### src/rtl/coal_pkg.sv
// Shared widths for the interrupt coalescing controller.
// Assumes nothing beyond the defaults fitting in the chosen widths.
package coal_pkg;
    parameter int FRAME_W  = 8;   // frame counter / limit width
    parameter int DELAY_W  = 10;  // age timer / limit width
    parameter int RATE_W   = 8;   // per-window frame counter width
    parameter int WIN_US   = 64;  // rate window length in us ticks
endpackage

### src/rtl/coal_rate_meter.sv
// Measures traffic rate: counts frames over a fixed window of WIN_US
// microsecond ticks and classes traffic as heavy when the count exceeds
// the threshold. Assumes frame_evt can be high every cycle; the count saturates.
module coal_rate_meter #(
    parameter int WIN_US = 64,
    parameter int RATE_W = 8
) (
    input  logic              clk,
    input  logic              rst_n,
    input  logic              frame_evt,
    input  logic              us_tick,
    input  logic [RATE_W-1:0] thresh,
    output logic              heavy
);
    localparam int WIN_W = (WIN_US > 1) ? $clog2(WIN_US) : 1;
    localparam logic [WIN_W-1:0]  WIN_LAST = WIN_W'(WIN_US - 1);
    localparam logic [RATE_W-1:0] RATE_MAX = '1;

    logic [WIN_W-1:0]  win_pos;
    logic [RATE_W-1:0] win_cnt;
    logic [RATE_W-1:0] cnt_next;
    logic              boundary;

    // window closes on the tick that completes WIN_US ticks
    always_comb begin
        boundary = us_tick && (win_pos == WIN_LAST);
        cnt_next = (frame_evt && win_cnt != RATE_MAX) ? win_cnt + 1'b1 : win_cnt;
    end

    // track position within the current window
    always_ff @(posedge clk) begin
        if (!rst_n)          win_pos <= '0;
        else if (boundary)   win_pos <= '0;
        else if (us_tick)    win_pos <= win_pos + 1'b1;
    end

    // count frames in the window and update the class at its end
    always_ff @(posedge clk) begin
        if (!rst_n) begin
            win_cnt <= '0;
            heavy   <= 1'b0;
        end else if (boundary) begin
            win_cnt <= '0;
            heavy   <= (cnt_next > thresh);
        end else begin
            win_cnt <= cnt_next;
        end
    end

    AST_CLASS_AT_BOUNDARY: assert property (@(posedge clk) disable iff (!rst_n)
        !boundary |=> $stable(heavy)) else $error("class changed mid-window");
endmodule

### src/rtl/coal_trigger.sv
// Counts pending frames and the age of the oldest one, and decides when an
// interrupt is due. Assumes the caller raises the line on the cycle fire is high.
module coal_trigger #(
    parameter int FRAME_W = 8,
    parameter int DELAY_W = 10
) (
    input  logic               clk,
    input  logic               rst_n,
    input  logic               frame_evt,
    input  logic               us_tick,
    input  logic [FRAME_W-1:0] max_frames,
    input  logic [DELAY_W-1:0] max_delay,
    input  logic               force_immediate,
    input  logic               irq_en,
    input  logic               irq_busy,
    output logic               fire,
    output logic [FRAME_W-1:0] pend
);
    localparam logic [FRAME_W-1:0] PEND_MAX = '1;
    localparam logic [DELAY_W-1:0] AGE_MAX  = '1;

    logic [DELAY_W-1:0] age;
    logic               immediate;
    logic               limit_hit;

    // pick the mode and evaluate the limits against registered state
    always_comb begin
        immediate = force_immediate || (max_frames <= FRAME_W'(1)) || (max_delay == '0);
        limit_hit = immediate || (pend >= max_frames) || (age >= max_delay);
        fire      = irq_en && !irq_busy && (pend != '0) && limit_hit;
    end

    // pending frame counter, restarts on fire
    always_ff @(posedge clk) begin
        if (!rst_n)                              pend <= '0;
        else if (fire)                           pend <= frame_evt ? FRAME_W'(1) : '0;
        else if (frame_evt && pend != PEND_MAX)  pend <= pend + 1'b1;
    end

    // age timer, runs only while a frame is pending
    always_ff @(posedge clk) begin
        if (!rst_n)                                      age <= '0;
        else if (fire)                                   age <= '0;
        else if (pend != '0 && us_tick && age != AGE_MAX) age <= age + 1'b1;
    end

    AST_IDLE_NO_AGE: assert property (@(posedge clk) disable iff (!rst_n)
        (pend == '0) |-> (age == '0)) else $error("timer ran on idle ring");
    AST_CLEAR_ON_FIRE: assert property (@(posedge clk) disable iff (!rst_n)
        fire |=> (age == '0) && (pend <= FRAME_W'(1))) else $error("no clear");
endmodule

### src/rtl/irq_coalesce.sv
// Top: interrupt coalescing with count and age limits, adaptive mode
// selection from a rate meter, global enable and a level interrupt held
// until acknowledged. Assumes us_tick and frame_evt are one-cycle pulses.
module irq_coalesce
    import coal_pkg::*;
(
    input  logic               clk,
    input  logic               rst_n,
    input  logic               frame_evt,
    input  logic               us_tick,
    input  logic [FRAME_W-1:0] cfg_max_frames,
    input  logic [DELAY_W-1:0] cfg_max_delay_us,
    input  logic [RATE_W-1:0]  cfg_heavy_thresh,
    input  logic               cfg_adapt_en,
    input  logic               cfg_irq_en,
    input  logic               irq_ack,
    output logic               irq_out,
    output logic [FRAME_W-1:0] pend_count
);
    logic heavy;
    logic fire;
    logic light_imm;

    coal_rate_meter #(.WIN_US(WIN_US), .RATE_W(RATE_W)) u_rate (
        .clk(clk), .rst_n(rst_n), .frame_evt(frame_evt), .us_tick(us_tick),
        .thresh(cfg_heavy_thresh), .heavy(heavy)
    );

    // light traffic in adaptive mode forces one interrupt per frame
    always_comb light_imm = cfg_adapt_en && !heavy;

    coal_trigger #(.FRAME_W(FRAME_W), .DELAY_W(DELAY_W)) u_trig (
        .clk(clk), .rst_n(rst_n), .frame_evt(frame_evt), .us_tick(us_tick),
        .max_frames(cfg_max_frames), .max_delay(cfg_max_delay_us),
        .force_immediate(light_imm), .irq_en(cfg_irq_en), .irq_busy(irq_out),
        .fire(fire), .pend(pend_count)
    );

    // level interrupt: set on fire, cleared by acknowledge
    always_ff @(posedge clk) begin
        if (!rst_n)       irq_out <= 1'b0;
        else if (fire)    irq_out <= 1'b1;
        else if (irq_ack) irq_out <= 1'b0;
    end

    AST_IRQ_HELD: assert property (@(posedge clk) disable iff (!rst_n)
        (irq_out && !irq_ack) |=> irq_out) else $error("irq dropped");
    AST_ACK_DROPS: assert property (@(posedge clk) disable iff (!rst_n)
        (irq_out && irq_ack) |=> !irq_out) else $error("ack ignored");
    AST_MASKED: assert property (@(posedge clk) disable iff (!rst_n)
        !cfg_irq_en |=> !$rose(irq_out)) else $error("irq while masked");
endmodule

### config.mk
export PLATFORM = sky130hd
export DESIGN_NAME = irq_coalesce
export DESIGN_NICKNAME = d
export VERILOG_FILES = /design/src/rtl/coal_pkg.sv /design/src/rtl/coal_rate_meter.sv /design/src/rtl/coal_trigger.sv /design/src/rtl/irq_coalesce.sv
export SDC_FILE = /design/constraint.sdc
export NUM_CORES = 1
export LEC_CHECK = 0
export BUFFER_PORTS_ARGS = -buffer_cell sky130_fd_sc_hd__clkbuf_2
export CAP_MARGIN = 15
export CORE_ASPECT_RATIO = 0.9
export CORE_MARGIN = 1.5
export CORE_UTILIZATION = 54
export CTS_BUF_LIST = sky130_fd_sc_hd__clkbuf_4 sky130_fd_sc_hd__clkbuf_8
export CTS_CLUSTER_DIAMETER = 80
export CTS_CLUSTER_SIZE = 40
export DETAILED_ROUTE_END_ITERATION = 7
export GPL_ROUTABILITY_DRIVEN = 0
export GPL_TIMING_DRIVEN = 0
export MAX_ROUTING_LAYER = met4
export PLACE_DENSITY = 0.82
export REMOVE_ABC_BUFFERS = 1
export SYNTH_ARGS = -nofsm -noshare
export SYNTH_HDL_FRONTEND = slang
export SYNTH_SLANG_ARGS = --single-unit
### constraint.sdc
create_clock -name clk -period 7.4 [get_ports clk]
set_input_delay 0.74 -clock clk [delete_from_list [all_inputs] [get_ports clk]]
set_output_delay 0.74 -clock clk [all_outputs]
set_load 0.02 [all_outputs]
==> flow_summary.toml <==
[outcome]
status = "complete, no violations"

[cells_and_area]
drive_above_1_share = 0.163
final_cell_mix = "clkbuf_2 (41), nor2_1 (34), dfxtp_1 (34), ha_1 (31), inv_1 (29)"
layout.cells.non_filler = 359
ff_latch_area_um2 = 681
nets = 376
num_antenna_cells = 0
fill_cells = 323
multi_input_area_um2 = 1400
layout_commonest_cell = "clkbuf_2"
final_util = 0.667
synthToLayoutAreaGrowth_pct = 15.5

[detailed_routing]
drc_errors = 0
met1Wirelength_um = 2110
wl_met3_um = 128
top_layer = "met4"
wl_per_cell_um = 12.6
via_per_inst = 5.40
first_pass_iters = 4
vias = 1939
finalWirelength_um = 4530
drt_iter0_markers = 110
drt.antenna.violating_nets = 0
met2_length_um = 2260

[setup_path]
r2r_slack_ns = 4.69
r2r-start = "u_rate.win_cnt[0]$_SDFF_PP0_"
rr_worst_depth = 11
worst_setup_path_end_kind = "register"
r2r_end = "u_rate.heavy$_SDFFE_PN0P_"
critPathRequiredTime_ns = 7.58
cp-start-kind = "register"
crit_fanout = 7
worst-setup-path-type = "register to register"
arrival_ns = 2.88

[synth]
async_flop_share = 0
yosysWarnings = 0
ys_ff_latch = 34
synth_edf_count = 0
yosysSeqAreaShare = 0.307
synthesis.area_um2 = 2210
synth_cells = 269
yosys_most_used_dff = "dfxtp_1"
avgSynthCellArea_um2 = 8.23
ys_types = 36

[grt]
grt_antenna_before_repair = 0
grt-ovfl-total = 0
grt_pass1_wl_um = 7890
grt_max_degree = 18
grtUsageTotal = 0.228
grt_pass1_vias = 1798

[power_and_ir_drop]
seq_power_share = 0.469
p_int_mw = 0.309
max-vdd-ir-drop_v = 0.000146
powerDensity_nw_per_um2 = 161
sw_frac_of_total = 0.251
p_leak_nw = 1.20
switching_power_mw = 0.104
combPwrFrac = 0.145
power_frac_clock = 0.386
total_power_mw = 0.413

[die]
ios = 42
die_area_um2 = 4500
row_count = 21
die_x_um = 70.5
core_um2 = 3840
start_util = 0.577
die_h_um = 63.8

[sta]
clock.fmax_mhz = 370
setup-violations-final = 0
slew_violations = 0
tightest_slew_ns = 0.682
tns_ns = 0
fin_crit_sh = 0.366
finClkSkew_ns = 0.00132
hold_viol = 0
min_period_ns = 2.71
rsz0062_at_grt = "no"
slew_headroom = 0.546

[clocking]
cts_hold_buffers = 0
cts_resized = 0
numCtsBuffers = 5
h-tree-depth = 2
post_cts_buffers = 0
cts_sinks = 34
insertion_delay_ns = 0.28
cts.clk_slew.worst_paths_ns = 0.07
cts_tree = "done"
cts_buffer_depth = 2
cts_root_buf = "clkbuf_8"

[worst_hold_path]
min_to = "u_trig.age[5]$_SDFFE_PP0P_"
hold_path.class = "register to register"
hp-start = "u_trig.age[5]$_SDFFE_PP0P_"
min_delay_path_depth = 2

[placement]
dp.cells = 351
hpwl_um = 3490
port_buffers = 41

[run]
drv_cap = 0
[layer usage]
layer,up-vias,global-route usage
met5,-,-
met4,0,0.0769
met3,4,0.0379
met2,28,0.384
met1,898,0.278
li1,1009,-
[layout make-up]
class	instances	share of cell area
repair buffers	41	0.0802
well taps	46	0.0225
inverters	29	0.0426
clock buffers	8	0.0431
flip-flops and latches	34	0.266
multi-input cells	201	0.546
[registers in the layout (all words and copies together) (netlist names)]
signal / flops
u_rate.heavy: 1
u_rate.win_cnt: 8
irq_out: 1
u_trig.pend: 8
u_rate.win_pos: 6
u_trig.age: 10
[synthesized netlist by cell type (3+ instances only)]
cell,number,area (um^2)
dfxtp_1,34,681
nand3_1,13,65.1
or4_1,3,22.5
nor2_1,34,128
xor2_1,10,87.6
and3_1,6,37.5
nand2_1,17,63.8
inv_1,29,109
nand4_1,12,75.1
ha_1,31,388
a21oi_1,11,55.1
o21ai_0,9,45.0
xnor2_1,16,140
nor4_1,4,25.0
nor2b_1,10,62.6
a211oi_1,3,22.5
clkbuf_1,3,11.3
[cell families (layout without fill, tap and decap cells)]
group | count (synthesis) | in the layout | synth area share
simple gates | 110 | 110 | 0.252
xor+xnor | 26 | 26 | 0.103
flops | 34 | 34 | 0.307
fa+ha+maj | 31 | 31 | 0.175
compound gates | 31 | 31 | 0.0859
mux | 3 | 3 | 0.0141
buf+inv | 34 | 78 | 0.0627
[metrics by stage]
step / hold WS [ns] / worst slack [ns] / cell area (um^2)
floorplan: 0.464 / 4.84 / 2180
global placement: 0.506 / 4.43 / 2450
detailed placement: 0.519 / 4.48 / 2450
CTS: 0.524 / 4.69 / 2560
global route: 0.563 / 4.47 / 2560
finish: 0.536 / 4.69 / 2560
[how the worst max path moves through the flow]
stage / cells after the start / start / to / slack [ns]
final: 11 / u_rate.win_cnt[0]$_SDFF_PP0_ / u_rate.heavy$_SDFFE_PN0P_ / 4.69
after CTS: 11 / u_rate.win_cnt[0]$_SDFF_PP0_ / u_rate.heavy$_SDFFE_PN0P_ / 4.69
after floorplan: 9 / frame_evt / u_rate.heavy$_SDFFE_PN0P_ / 4.84
after global routing: 11 / u_rate.win_cnt[0]$_SDFF_PP0_ / u_rate.heavy$_SDFFE_PN0P_ / 4.47
after detailed placement: 10 / frame_evt / u_rate.heavy$_SDFFE_PN0P_ / 4.48
after global placement: 10 / frame_evt / u_rate.heavy$_SDFFE_PN0P_ / 4.43
[power groups by stage]
stage               sequential, mW  combinational (mW)  clock [mW]
floorplan                    0.199              0.0362           0
global placement             0.197              0.0580           0
detailed placement           0.198              0.0603           0
CTS                          0.194              0.0610       0.162
global route                 0.194              0.0688       0.172
finish                       0.194              0.0601       0.159
[worst max-delay path: stages, from the launching register on]
cell and delay [ns]:
dfxtp_1 0.37, ha_1 0.17, nand3_1 0.10, o31a_1 0.40, mux2_2 0.32, ha_1 0.29, nor2b_1 0.13, o211ai_1 0.17
a21oi_1 0.09, a211oi_1 0.20, o21ai_0 0.14, a32o_1 0.22
(Power assumes the default switching activity.)
